==> src/rtl/pkt_port_switch.sv <==
module pkt_port_switch #(
  parameter int N_IN  = 3,
  parameter int N_OUT = 3,
  parameter int DW    = 32,
  parameter int DEPTH = 4,
  parameter int IDW   = 5
) (
  input  logic                   clk,
  input  logic                   rst_n,
  input  logic [(1<<IDW)*N_OUT-1:0] route_tbl,
  input  logic [N_IN-1:0]        s_valid,
  output logic [N_IN-1:0]        s_ready,
  input  logic [N_IN*DW-1:0]     s_data,
  input  logic [N_IN-1:0]        s_last,
  output logic [N_OUT-1:0]       m_valid,
  input  logic [N_OUT-1:0]       m_ready,
  output logic [N_OUT*DW-1:0]    m_data,
  output logic [N_OUT-1:0]       m_last,
  output logic [N_IN-1:0]        err
);
  localparam int IW = (N_IN > 1) ? $clog2(N_IN) : 1;
  localparam int PW = (DEPTH > 1) ? $clog2(DEPTH) : 1;
  localparam int CW = $clog2(DEPTH + 1);

  typedef enum logic [1:0] {S_HDR, S_FWD, S_DROP} st_t;

  logic [N_IN-1:0]  stg_v;
  logic [DW:0]      stg_d [N_IN];
  logic [DW:0]      mem   [N_IN][DEPTH];
  logic [PW-1:0]    wp [N_IN];
  logic [PW-1:0]    rp [N_IN];
  logic [CW-1:0]    cnt [N_IN];
  st_t              st [N_IN];
  logic [N_OUT-1:0] mask [N_IN];
  logic [N_OUT-1:0] sent [N_IN];
  logic [N_OUT-1:0] lock;
  logic [IW-1:0]    owner [N_OUT];
  logic [IW-1:0]    ptr;

  logic [DW:0]      head [N_IN];
  logic [N_OUT-1:0] rmask [N_IN];
  logic [N_OUT-1:0] owned [N_IN];
  logic [N_OUT-1:0] acc [N_IN];
  logic [N_OUT-1:0] gr [N_IN];
  logic [N_IN-1:0]  hv, hdr_ok, own_all, req, start, pop;
  logic [IW-1:0]    pick [N_OUT];
  logic [N_OUT-1:0] pick_v;

  always_comb begin
    for (int i = 0; i < N_IN; i++) begin
      head[i]    = mem[i][rp[i]];
      hv[i]      = cnt[i] != '0;
      s_ready[i] = (32'(cnt[i]) + 32'(stg_v[i])) < DEPTH;
      hdr_ok[i]  = ^head[i][DW-1:0];
      rmask[i]   = route_tbl[int'(head[i][IDW-1:0])*N_OUT +: N_OUT];
      for (int j = 0; j < N_OUT; j++)
        owned[i][j] = lock[j] && (owner[j] == IW'(i));
      own_all[i] = (st[i] == S_FWD) && ((mask[i] & ~owned[i]) == '0);
      req[i]     = (st[i] == S_FWD) && (owned[i] == '0);
    end
    for (int j = 0; j < N_OUT; j++) begin
      m_valid[j] = lock[j] && hv[owner[j]] && !sent[owner[j]][j];
      m_data[j*DW +: DW] = head[owner[j]][DW-1:0];
      m_last[j]  = head[owner[j]][DW];
      pick_v[j]  = 1'b0;
      pick[j]    = '0;
      for (int k = 0; k < N_IN; k++)
        if (!pick_v[j] && req[(int'(ptr) + k) % N_IN] && mask[(int'(ptr) + k) % N_IN][j]) begin
          pick_v[j] = 1'b1;
          pick[j]   = IW'((int'(ptr) + k) % N_IN);
        end
    end
    for (int i = 0; i < N_IN; i++) begin
      for (int j = 0; j < N_OUT; j++) begin
        acc[i][j] = owned[i][j] && m_valid[j] && m_ready[j];
        gr[i][j]  = !lock[j] && pick_v[j] && (pick[j] == IW'(i));
      end
      start[i] = req[i] && ((mask[i] & ~gr[i]) == '0);
      case (st[i])
        S_HDR:   pop[i] = hv[i] && (!hdr_ok[i] || rmask[i] == '0);
        S_FWD:   pop[i] = hv[i] && own_all[i] && (((sent[i] | acc[i]) & mask[i]) == mask[i]);
        default: pop[i] = hv[i];
      endcase
    end
  end

  always_ff @(posedge clk) begin
    for (int i = 0; i < N_IN; i++)
      if (stg_v[i]) mem[i][wp[i]] <= stg_d[i];
  end

  always_ff @(posedge clk or negedge rst_n) begin
    if (!rst_n) begin
      stg_v <= '0;
      lock  <= '0;
      ptr   <= '0;
      err   <= '0;
      for (int i = 0; i < N_IN; i++) begin
        stg_d[i] <= '0;
        wp[i]    <= '0;
        rp[i]    <= '0;
        cnt[i]   <= '0;
        st[i]    <= S_HDR;
        mask[i]  <= '0;
        sent[i]  <= '0;
      end
      for (int j = 0; j < N_OUT; j++) owner[j] <= '0;
    end else begin
      for (int i = 0; i < N_IN; i++) begin
        stg_v[i] <= s_valid[i] && s_ready[i];
        if (s_valid[i] && s_ready[i]) stg_d[i] <= {s_last[i], s_data[i*DW +: DW]};
        if (stg_v[i]) wp[i] <= (32'(wp[i]) == DEPTH-1) ? '0 : wp[i] + 1'b1;
        if (pop[i])   rp[i] <= (32'(rp[i]) == DEPTH-1) ? '0 : rp[i] + 1'b1;
        cnt[i] <= cnt[i] + CW'(stg_v[i]) - CW'(pop[i]);
        case (st[i])
          S_HDR: if (hv[i]) begin
            if (!hdr_ok[i]) begin
              err[i] <= 1'b1;
              if (!head[i][DW]) st[i] <= S_DROP;
            end else if (rmask[i] == '0) begin
              if (!head[i][DW]) st[i] <= S_DROP;
            end else begin
              mask[i] <= rmask[i];
              sent[i] <= '0;
              st[i]   <= S_FWD;
            end
          end
          S_FWD: if (pop[i]) begin
            sent[i] <= '0;
            if (head[i][DW]) st[i] <= S_HDR;
          end else sent[i] <= sent[i] | acc[i];
          default: if (hv[i] && head[i][DW]) st[i] <= S_HDR;
        endcase
        if (start[i]) ptr <= IW'((i + 1) % N_IN);
      end
      for (int j = 0; j < N_OUT; j++) begin
        if (lock[j] && pop[owner[j]] && head[owner[j]][DW] && st[owner[j]] == S_FWD)
          lock[j] <= 1'b0;
        for (int i = 0; i < N_IN; i++)
          if (start[i] && mask[i][j]) begin
            lock[j]  <= 1'b1;
            owner[j] <= IW'(i);
          end
      end
    end
  end

  for (genvar j = 0; j < N_OUT; j++) begin : g_out_chk
    assert_hold_R9: assert property (@(posedge clk) disable iff (!rst_n)
      m_valid[j] && !m_ready[j] |=> m_valid[j] && $stable(m_data[j*DW +: DW]) && $stable(m_last[j]));
    assert_locked_R6: assert property (@(posedge clk) disable iff (!rst_n)
      m_valid[j] && m_ready[j] && !m_last[j] |=> lock[j] && $stable(owner[j]));
  end

  for (genvar i = 0; i < N_IN; i++) begin : g_in_chk
    assert_sticky_R4: assert property (@(posedge clk) disable iff (!rst_n)
      err[i] |=> err[i]);
    assert_depth_R8: assert property (@(posedge clk) disable iff (!rst_n)
      (32'(cnt[i]) + 32'(stg_v[i])) <= DEPTH);
    assert_subset_R3: assert property (@(posedge clk) disable iff (!rst_n)
      st[i] == S_FWD |-> (sent[i] & ~mask[i]) == '0);
  end
endmodule

==> config.mk <==
export PLATFORM = sky130hd
export DESIGN_NAME = pkt_port_switch
export DESIGN_NICKNAME = d
export VERILOG_FILES = /design/src/rtl/pkt_port_switch.sv
export SDC_FILE = /design/constraint.sdc
export NUM_CORES = 1
export LEC_CHECK = 0
export BUFFER_PORTS_ARGS = -buffer_cell sky130_fd_sc_hd__buf_2
export CORE_AREA = 2 2 300 302
export DETAILED_ROUTE_END_ITERATION = 7
export DIE_AREA = 0 0 302 304
export MAX_ROUTING_LAYER = met4
export SETUP_SLACK_MARGIN = 0.15
export SYNTH_ARGS = -nofsm -noshare
export SYNTH_HDL_FRONTEND = slang
export SYNTH_SLANG_ARGS = --single-unit
==> constraint.sdc <==
create_clock -name clk -period 6.75 [get_ports clk]
set_input_delay 1.35 -clock clk [delete_from_list [all_inputs] [get_ports clk]]
set_output_delay 1.35 -clock clk [all_outputs]
set_load 0.02 [all_outputs]
After elaboration in Yosys (flattened, before gate mapping)

Memory sizes are Yosys's and may differ from the RTL's.
Cells that the tools add are included.

Register bits: 161
RAM bits: 396
Input bits: 203
Output and inout bits: 108
Logic and storage cells: 504
Memories: 1

Add/subtract/negate cells: 17
$mul: 3
Divide/modulo/power cells: 3
Magnitude comparators: 24
Equal/unequal tests: 42
Shift-type cells: 3
Multiplexer cells: 168
Bitwise logic cells: 36
Reductions and logical operators: 175

Memories:

| name | depth | bits a word | rd ports | clocked after Yosys merged registers in | wr ports | RTL line | RTL |
|---|---|---|---|---|---|---|---|
| mem  | 3     | 132         | 3        | 0                                       | 3        | 29       | `logic [DW:0] mem [N_IN][DEPTH];` |

Operator list:

| kind                                                                                  | number |
|---|---|
| 33-bit 2-to-1 mux                                                                     | 15 |
| 33-bit binary-select mux with 2-bit select                                            | 6 |
| 132-bit 2-to-1 mux                                                                    | 3 |
| 96-bit by 8-bit variable part select with 3-bit output                                | 3 |
| 33-bit demux with 2-bit select                                                        | 3 |
| 2-bit 2-to-1 mux                                                                      | 56 |
| 1-bit logical AND                                                                     | 105 |
| 32-bit by 3-bit greater-or-equal comparator with 1-bit output (second input constant) | 3 |
| 32-bit by 4-bit less-than comparator with 1-bit output (second input constant)        | 3 |
| 32-bit NOT                                                                            | 3 |
| 32-bit parity                                                                         | 3 |
| 32-bit by 3-bit remainder unit with 32-bit output (second input constant)             | 2 |
| 3-bit 2-to-1 mux                                                                      | 20 |
| 1-bit 2-to-1 mux                                                                      | 38 |
| 3-bit binary-select mux with 2-bit select                                             | 6 |
| 3-bit logical NOT                                                                     | 12 |
| 4-bit AND reduction                                                                   | 9 |
| 3-bit by 3-bit remainder unit with 32-bit output (second input constant)              | 1 |
| 2-bit != test (second input constant)                                                 | 15 |
| 3-bit nonzero test                                                                    | 10 |
| 3-bit AND                                                                             | 9 |
| 3-bit greater-or-equal comparator (second input constant)                             | 9 |
| 2-bit NOT with 3-bit output                                                           | 9 |
| 2-bit by 1-bit == test with 1-bit output (second input constant)                      | 12 |
| 26 further kinds                                                                      | 116 |

Longest topological paths before layout

Gate-level depths: netlist (run 1).

Depth after elaboration: 27
Gate-level depth with buffers: 20
Mapped depth without buffers: 16

Worst setup path after synthesis (run 1)

Ideal clock, no wire load.

Path type: input to register
From: input route_tbl[4]
To: register cnt[8] (netlist bit)
Setup time: 0.122 ns
Arrival: 4.157 ns
Data required time: 6.628 ns
Setup slack: 2.472 ns
Cell stages on the path: 12
Buffers on the path: 0
Path through: mux4_1 -> mux2i_1 -> nor3_1 -> or4_1 -> o31a_1 -> o31ai_4 -> ha_1 -> inv_1 -> ha_1 -> inv_1 -> fa_1 -> xor2_1

Longest elaborated chain between the ends: 6

Ends and longest elaborated chain:

| item                                                   | RTL line | RTL |
|---|---|---|
| from (decl)                                            | 10       | `input logic [(1<<IDW)*N_OUT-1:0] route_tbl,` |
| 96-bit by 8-bit variable part select with 3-bit output | 55       | `rmask[i] = route_tbl[int'(head[i][IDW-1:0])*N_OUT +: N_OUT];` |
| 3-bit logical NOT                                      | 80       | `S_HDR: pop[i] = hv[i] && (!hdr_ok[i] \|\| rmask[i] == '0);` |
| 1-bit logical OR                                       | 80       |  |
| 1-bit logical AND                                      | 80       |  |
| 1-bit case mux with 2 select lines                     | 79       | `case (st[i])` |
| 3-bit by 1-bit subtractor with 3-bit output            | 114      | `cnt[i] <= cnt[i] + CW'(stg_v[i]) - CW'(pop[i]);` |
| to (signal, indexed assignment)                        | 114      |  |
| to (decl)                                              | 32       | `logic [CW-1:0] cnt [N_IN];` |

Every way passes these cells.
A chain may end at the register's enable or synchronous reset.

Worst setup path after layout (run 1)

From: register rp[0] (netlist bit)
To: register cnt[2] (netlist bit)

Longest elaborated chain between the ends: 11
Elaborated cells on any way between the ends: 13
Those cells by class: 1 x add/sub; 1 x mul; 1 x shift; 4 x mux; 1 x bitwise; 5 x reduce/logical

Ends and longest elaborated chain:

| item                                                      | RTL line | RTL |
|---|---|---|
| from (decl)                                               | 31       | `logic [PW-1:0] rp [N_IN];` |
| from (signal, indexed assignment)                         | 113      | `if (pop[i]) rp[i] <= (32'(rp[i]) == DEPTH-1) ? '0 : rp[i] + 1'b1;` |
| 2-bit NOT with 3-bit output (not written as such) (*)     | 51       | `head[i] = mem[i][rp[i]];` |
| 33-bit binary-select mux with 2-bit select (*)            | 51       |  |
| 33-bit 2-to-1 mux (not written as such) (*) (2 in series) | 51       |  |
| 5-bit by 2-bit multiplier with 7-bit output               | 55       |  |
| 96-bit by 8-bit variable part select with 3-bit output    | 55       |  |
| 3-bit logical NOT                                         | 80       |  |
| 1-bit logical OR (*)                                      | 80       |  |
| 1-bit logical AND (*)                                     | 80       |  |
| 1-bit case mux with 2 select lines (*)                    | 79       |  |
| 3-bit by 1-bit subtractor with 3-bit output (*)           | 114      |  |

Mark *: on every way between the ends. The rest lies on a longest branch, timed or not. The select of a mux whose other input is x is not followed.

==> results of run 1 <==
## critical path: cells and delay by family (launching register included)
family / cells / cell delay (ps)
mux: 2 / 1170
simple gates: 4 / 1250
buf+inv: 3 / 670
compound gates: 3 / 800
xor+xnor: 1 / 170
fa+ha+maj: 3 / 780
flops: 1 / 370
## layout by cell type (no fill, tap or decap), types with 10 or more instances in the layout
cell type and n:
a211oi_1 10, a21oi_1 33, a22oi_1 26, and2_1 19
buf_2 309, buf_4 38, bufinv_16 13, clkbuf_16 57
clkinv_1 10, dfrtp_1 154, edfxtp_1 396, ha_1 27
inv_1 46, mux2_2 55, mux2i_1 258, mux4_2 96
nand2_1 360, nand2b_1 11, nand3_1 16, nor2_1 59
nor2b_1 24, nor3_1 21, o21ai_0 51, o22ai_1 103
xnor2_1 67, xor2_1 13
## worst paths after layout
check / startpoint / to / slack [ps] / depth (start not counted)
max: rp[0]$_DFFE_PN0N_ / cnt[2]$_DFF_PN0_ / 1420 / 16
min reg2reg: stg_d[84]$_DFFE_PN0P_ / mem[0][117]$_DFFE_PP_ / 510 / 0
min: stg_d[84]$_DFFE_PN0P_ / mem[0][117]$_DFFE_PP_ / 510 / 0
max in group asynchronous: rst_n / rp[3]$_DFFE_PN0N_ / 4860 / 2
max reg2reg: rp[0]$_DFFE_PN0N_ / cnt[2]$_DFF_PN0_ / 1420 / 16
min in group asynchronous: rst_n / stg_d[22]$_DFFE_PN0P_ / 760 / 1
## cells by family after synthesis
logic type / Yosys count / share of synthesized area, %
flops: 557 / 56.7
fa+ha+maj: 30 / 1.42
xor+xnor: 88 / 3.14
mux: 412 / 19.3
simple gates: 574 / 9.14
compound gates: 318 / 7.62
buf+inv: 182 / 2.71
## per-stage QoR
| step | area, um^2 | hold slack, ps | instances | setup slack (ps) |
|---|---|---|---|---|
| 2_1_floorplan | 28100 | 476 | 2161 | 2470 |
| 3_3_place_gp | 30900 | 492 | 3553 | 1480 |
| 3_5_place_dp | 30900 | 498 | 3553 | 1380 |
| 4_1_cts | 32900 | 512 | 3660 | 1360 |
| 5_1_grt | 33000 | 530 | 3663 | 1050 |
| 6_report | 33000 | 510 | 3664 | 1420 |
## sequential cells by signal, indices dropped and copies added (netlist names), 6 cells and up
signal  flops
sent        9
owner       6
rp          6
wp          6
st          6
mem       396
mask        9
cnt         9
stg_d      99
## per-layer routing
layer / track usage, % / part of all wire (%) / vias up
li1: - / - / 8714
met1: 27.9 / 42 / 10100
met2: 32.9 / 48 / 976
met3: 2.88 / 7.8 / 105
met4: 4.28 / 2.0 / 0
met5: - / 0 / -
## area by class of cell
cell class,instances,area [um^2],area share (%)
clock buffer,71,1550,4.70
timing repair buffer,349,1860,5.65
clock inverter,36,526,1.59
inverter,49,184,0.558
antenna,4,10.0,0.0304
sequential,557,15900,48.3
multi-input combinational,1422,11400,34.7
tap,1176,1470,4.46
==> results by group, run 1 <==
Die
  – Height of the chip: 304 um
  – Floorplan die width: approximately 300 um
  – Std cell rows: 110
  – Starting density of the core: between 30% and 40%
  – Total die area: 91,800 um^2
  – Core area: 89,000 um^2
  – Number of placed I/O pins: ~310

Timing
  – TNS Setup: 0 ps
  – Min cycle time layout: 5330 ps
  – Setup repair after global routing missed its margin: false
  – Actual slew at the worst max-slew pin: between 1000 and 1500 ps
  – Final Hold Fails: 0
  – Part of the cycle the worst path needs: 79.0%
  – Maximum clock skew at final layout: about 32 ps
  – Worst max-slew margin expressed relative to the limit: a little over a quarter
  – Final-report max-slew violation count: 0
  – Setup-failing EPs final: 0
  – Max frequency: 188 MHz

Critical path
  – Crit-path max cell delay: 810 ps
  – Critical path endpoint category: register
  – CP Class: reg2reg
  – Cell at the slowest stage of the critical path: mux4_2
  – Worst Setup Start Kind: register
  – Critical path peak fanout: 35
  – Worst EP arrival: 5820 ps
  – Data required, critical path: 7230 ps
  – List of cells traversed by the critical path: buf_4 > mux4_2 > mux4_2 > a22o_1 > o31ai_1 > nand3_1 > nor3_1 > nor2_1 > or3_1 > o21ai_1 > ha_1 > inv_1 > ha_1 > inv_1 > fa_1 > xor2_1

Yosys
  – Share of the synthesized area in the top cell type: 42.3%
  – Most frequent cell after synthesis: edfxtp_1
  – Mean instance size in the synthesized netlist: between 10 and 15 um^2
  – Sequential share of the synthesized area: 56.7%
  – Commonest cells post-synth: 396 x edfxtp_1, 360 x nand2_1, 258 x mux2i_1, 161 x dfrtp_1, 103 x o22ai_1
  – Post-synthesis net count: 2,394
  – Number of register bits inferred by synthesis: 557
  – Number of enable flip-flop cells after synthesis: 396
  – Number of unique standard cell types used by synthesis: 79
  – Syn Std Cell Area: 28,100 um^2
  – Count of yosys warnings during synthesis: 0
  – Top FF cell, synth: edfxtp_1
  – Cell type with the largest total area after synthesis: edfxtp_1
  – Dominant cells by area after synthesis: edfxtp_1 42%, dfrtp_1 14%, mux2i_1 9.2%
  – Synthesized instance count: 2,161
  – Asr flop ratio synth: 28.9%

Finish
  – Area Overhead vs Synth: 17.3%
  – Number of fill cells: 8,546
  – Share of cells above drive strength 1: roughly 25%
  – Post-route core utilization: 37.0%
  – Total number of nets in the final design: 2,669

CTS
  – CTS Sinks: 557
  – Number of hold-repair buffers added at the cts stage: 0
  – Cts repair resizes: 0
  – Clock latency reported for the late side of the worst-skew pair: 610 ps
  – Cell at the root of the clock tree: clkbuf_16
  – Clock tree from TritonCTS: done
  – Clock slew seen by the registers of the worst setup and hold paths: 60 ps
  – H-tree levels: 2
  – Number of buffers added by the clock tree synthesis step: 57
  – Bufs on Longest Clock Path: 3
  – Number of setup buffers added after CTS: 0

Global route
  – Global-route wire length before repair: about 140,000 um
  – Number of antenna violations at the first check in global routing: 5
  – Overflow left after global routing: 0
  – Largest net degree at the start of global routing: 95
  – Overall global routing resource usage: 20.6%
  – Number of global-route vias before repair: 19,800

Drt
  – Routed vias/inst: approximately 5.4
  – Final routed wire length divided by cell count: ~26 um
  – Antenna Violating Nets Remaining: 0
  – DRT Wirelength: 93,900 um
  – Number of optimization iterations in the first detailed-route pass: 5
  – Via count of the routed design: 19,900
  – Number of design-rule violations left by the first detailed-router iteration: between 1,500 and 2,000
  – DRC Markers: 0

Placed design
  – GPL Wtd Cong: ~0.96
  – HPWL after detailed placement: 68,800 um
  – Number of I/O port buffers: between 300 and 400

Run status
  – Result of the run: complete, no violations

Flow run
  – Max-Cap Viols: 0

Worst hold path
  – Worst hold-check path type: reg2reg
Power of run 1 is not shown: default switching activity piles up to over one toggle a cycle in this logic, so the estimate is an artifact.
==> run 2, diff against run 1 <==
- clock period: 6.75 -> 4.88 ns (I/O delays scaled with it)
==> results by group, run 2 (same netlist as run 1, synthesis figures left out) <==
Critical path
  – Critical path depth: 16 (unchanged)
  – Cell at the slowest stage of the critical path: mux4_2
  – Largest delay share family, worst path: multiplexers
  – Reg-to-Reg Start: rp[0]$_DFFE_PN0N_
  – Critical path endpoint category: register
  – Critical path startpoint: rp[0]$_DFFE_PN0N_
  – Critical path peak fanout: 6 (-83%)
  – Worst EP arrival: 5040 ps (-780 ps)
  – Register-to-register setup slack: 340 ps (-1070 ps)
  – Buffering stage count on the worst path with inverters included: 3 (unchanged)
  – Worst reg2reg path depth: 16 (unchanged)
  – Data required, critical path: 5390 ps (-1840 ps)
  – R2r endpoint: cnt[2]$_DFF_PN0_
  – Worst Setup Start Kind: register
  – List of cells traversed by the critical path: mux4_2 > mux4_2 > a22o_1 > o31ai_1 > nand3_1 > nor3_2 > buf_4 > nor2_1 > or3_1 > o21ai_1 > ha_1 > inv_1 > ha_1 > inv_1 > fa_1 > xor2_1
  – CP Class: reg2reg
  – Crit-path max cell delay: 710 ps (-100 ps)

Flow run
  – Max-Cap Viols: 0 (unchanged)

Timing
  – TNS Setup: 0 ps (unchanged)
  – Setup-failing EPs final: 0 (unchanged)
  – Final-report max-slew violation count: 0 (unchanged)
  – Part of the cycle the worst path needs: 92.9% (+14 points)
  – Actual slew at the worst max-slew pin: 1090 ps (+0.200 ps)
  – Final Hold Fails: 0 (unchanged)
  – Setup repair after global routing missed its margin: false
  – Max frequency: 220 MHz (+18%)
  – Worst max-slew margin expressed relative to the limit: 26.9% (+0.31 points)
  – Min cycle time layout: 4540 ps (-797 ps)
  – Maximum clock skew at final layout: 27.5 ps (-4.34 ps)

CTS
  – Number of buffers added by the clock tree synthesis step: 59 (+3.5%)
  – Clock latency reported for the late side of the worst-skew pair: 620 ps (about the same)
  – Clock slew seen by the registers of the worst setup and hold paths: 60 ps (about the same)
  – Clock tree from TritonCTS: done
  – Cell at the root of the clock tree: clkbuf_16
  – Bufs on Longest Clock Path: 3 (unchanged)
  – CTS Sinks: 557 (unchanged)
  – Number of hold-repair buffers added at the cts stage: 0 (unchanged)
  – H-tree levels: 2 (unchanged)

Global route
  – Global-route wire length before repair: 137,000 um (+1.2%)
  – Overall global routing resource usage: 20.7% (+0.16 points)
  – Overflow left after global routing: 0 (unchanged)
  – Number of antenna violations at the first check in global routing: 4 (-1)
  – Number of global-route vias before repair: 20,300 (+2.2%)
  – Largest net degree at the start of global routing: 76 (-20%)

Drt
  – Final routed wire length divided by cell count: 25.5 um (-0.52%)
  – Number of optimization iterations in the first detailed-route pass: 5 (unchanged)
  – Number of design-rule violations left by the first detailed-router iteration: 2,044 (+4.1%)
  – DRT Wirelength: 94,500 um (+0.65%)
  – Via count of the routed design: 20,100 (+0.95%)
  – Routed vias/inst: 5.43 (-0.22%)
  – DRC Markers: 0 (unchanged)
  – Antenna Violating Nets Remaining: 0 (unchanged)

Die
  – Height of the chip: 304 um (unchanged)
  – Starting density of the core: 31.6% (unchanged)
  – Number of placed I/O pins: 311 (unchanged)
  – Std cell rows: 110 (unchanged)
  – Floorplan die width: 302 um (unchanged)
  – Total die area: 91,800 um^2 (unchanged)
  – Core area: 89,000 um^2 (unchanged)

Placed design
  – GPL Wtd Cong: 0.936 (-2.5%)
  – HPWL after detailed placement: 69,700 um (+1.3%)
  – Placed Cells: 3,593 (+1.1%)
  – Number of I/O port buffers: 310 (unchanged)

Finish
  – Largest register FFs: 396 (unchanged)
  – Leading cell type in the layout, fill and taps excluded: edfxtp_1
  – Most frequent cells in the layout: 396 x edfxtp_1, 360 x nand2_1, 309 x buf_2
  – Share of cells above drive strength 1: 26.0% (+1.4 points)
  – Final standard cell count with taps included and fillers excluded: 3,707 (+1.2%)
  – Area Overhead vs Synth: 18.2%
  – Total number of nets in the final design: 2,714 (+1.7%)

Run status
  – Result of the run: complete, no violations

Worst hold path
  – Worst hold-check path type: in2async
run 2: area by class of cell:
type / count / area [um^2]
Antenna cell: 1 / 2.50
Clock buffer: 70 / 1620
Clock inverter: 40 / 370
Fill cell: 8560 / 55800
Inverter: 49 / 184
Multi-Input combinational cell: 1422 / 11400
Sequential cell: 557 / 15900
Tap cell: 1176 / 1470
Timing Repair Buffer: 392 / 2190
run 2: worst register-to-register path, cell delays in order (launching register included):
cell     delay, ps
dfrtp_2        430
mux4_2         710
mux4_2         540
a22o_1         230
o31ai_1        280
nand3_1        210
nor3_2         270
buf_4          170
nor2_1          50
or3_1          320
o21ai_1        140
ha_1           260
inv_1           70
ha_1           140
inv_1           60
fa_1           380
xor2_1         170
run 2: how the worst max path moves through the flow:
stage	endpoint	slack [ps]
2_1_floorplan	cnt[2]$_DFF_PN0_	780
3_3_place_gp	cnt[2]$_DFF_PN0_	140
3_5_place_dp	cnt[8]$_DFF_PN0_	170
4_1_cts	cnt[8]$_DFF_PN0_	160
5_1_grt	cnt[2]$_DFF_PN0_	180
6_report	cnt[2]$_DFF_PN0_	340
run 2: repair_timing:
action                     4_1_cts  5_1_grt
setup endpoints to repair        0        4
setup buffers                    0        3
resized for setup                0        5
run 2: metal layers:
layer | track usage (%) | vias up | part of all wire [%]
met2 | 32.9 | 925 | 47
li1 | - | 8793 | -
met3 | 3.53 | 119 | 8.4
met5 | - | - | 0
met1 | 27.7 | 10300 | 42
met4 | 4.77 | 0 | 2.2
run 2: metrics by stage:
| step | cell area (um^2) | setup WS [ps] | util, % | hold slack, ps |
|---|---|---|---|---|
| floorplan | 28100 | 782 | - | 476 |
| global placement | 31200 | 144 | 35.0 | 486 |
| detailed placement | 31200 | 167 | 35.0 | 500 |
| CTS | 33200 | 156 | 37.2 | 429 |
| global route | 33200 | 177 | 37.3 | 455 |
| finish | 33200 | 345 | 37.3 | 428 |
Power of run 2 is left out for the same reason.
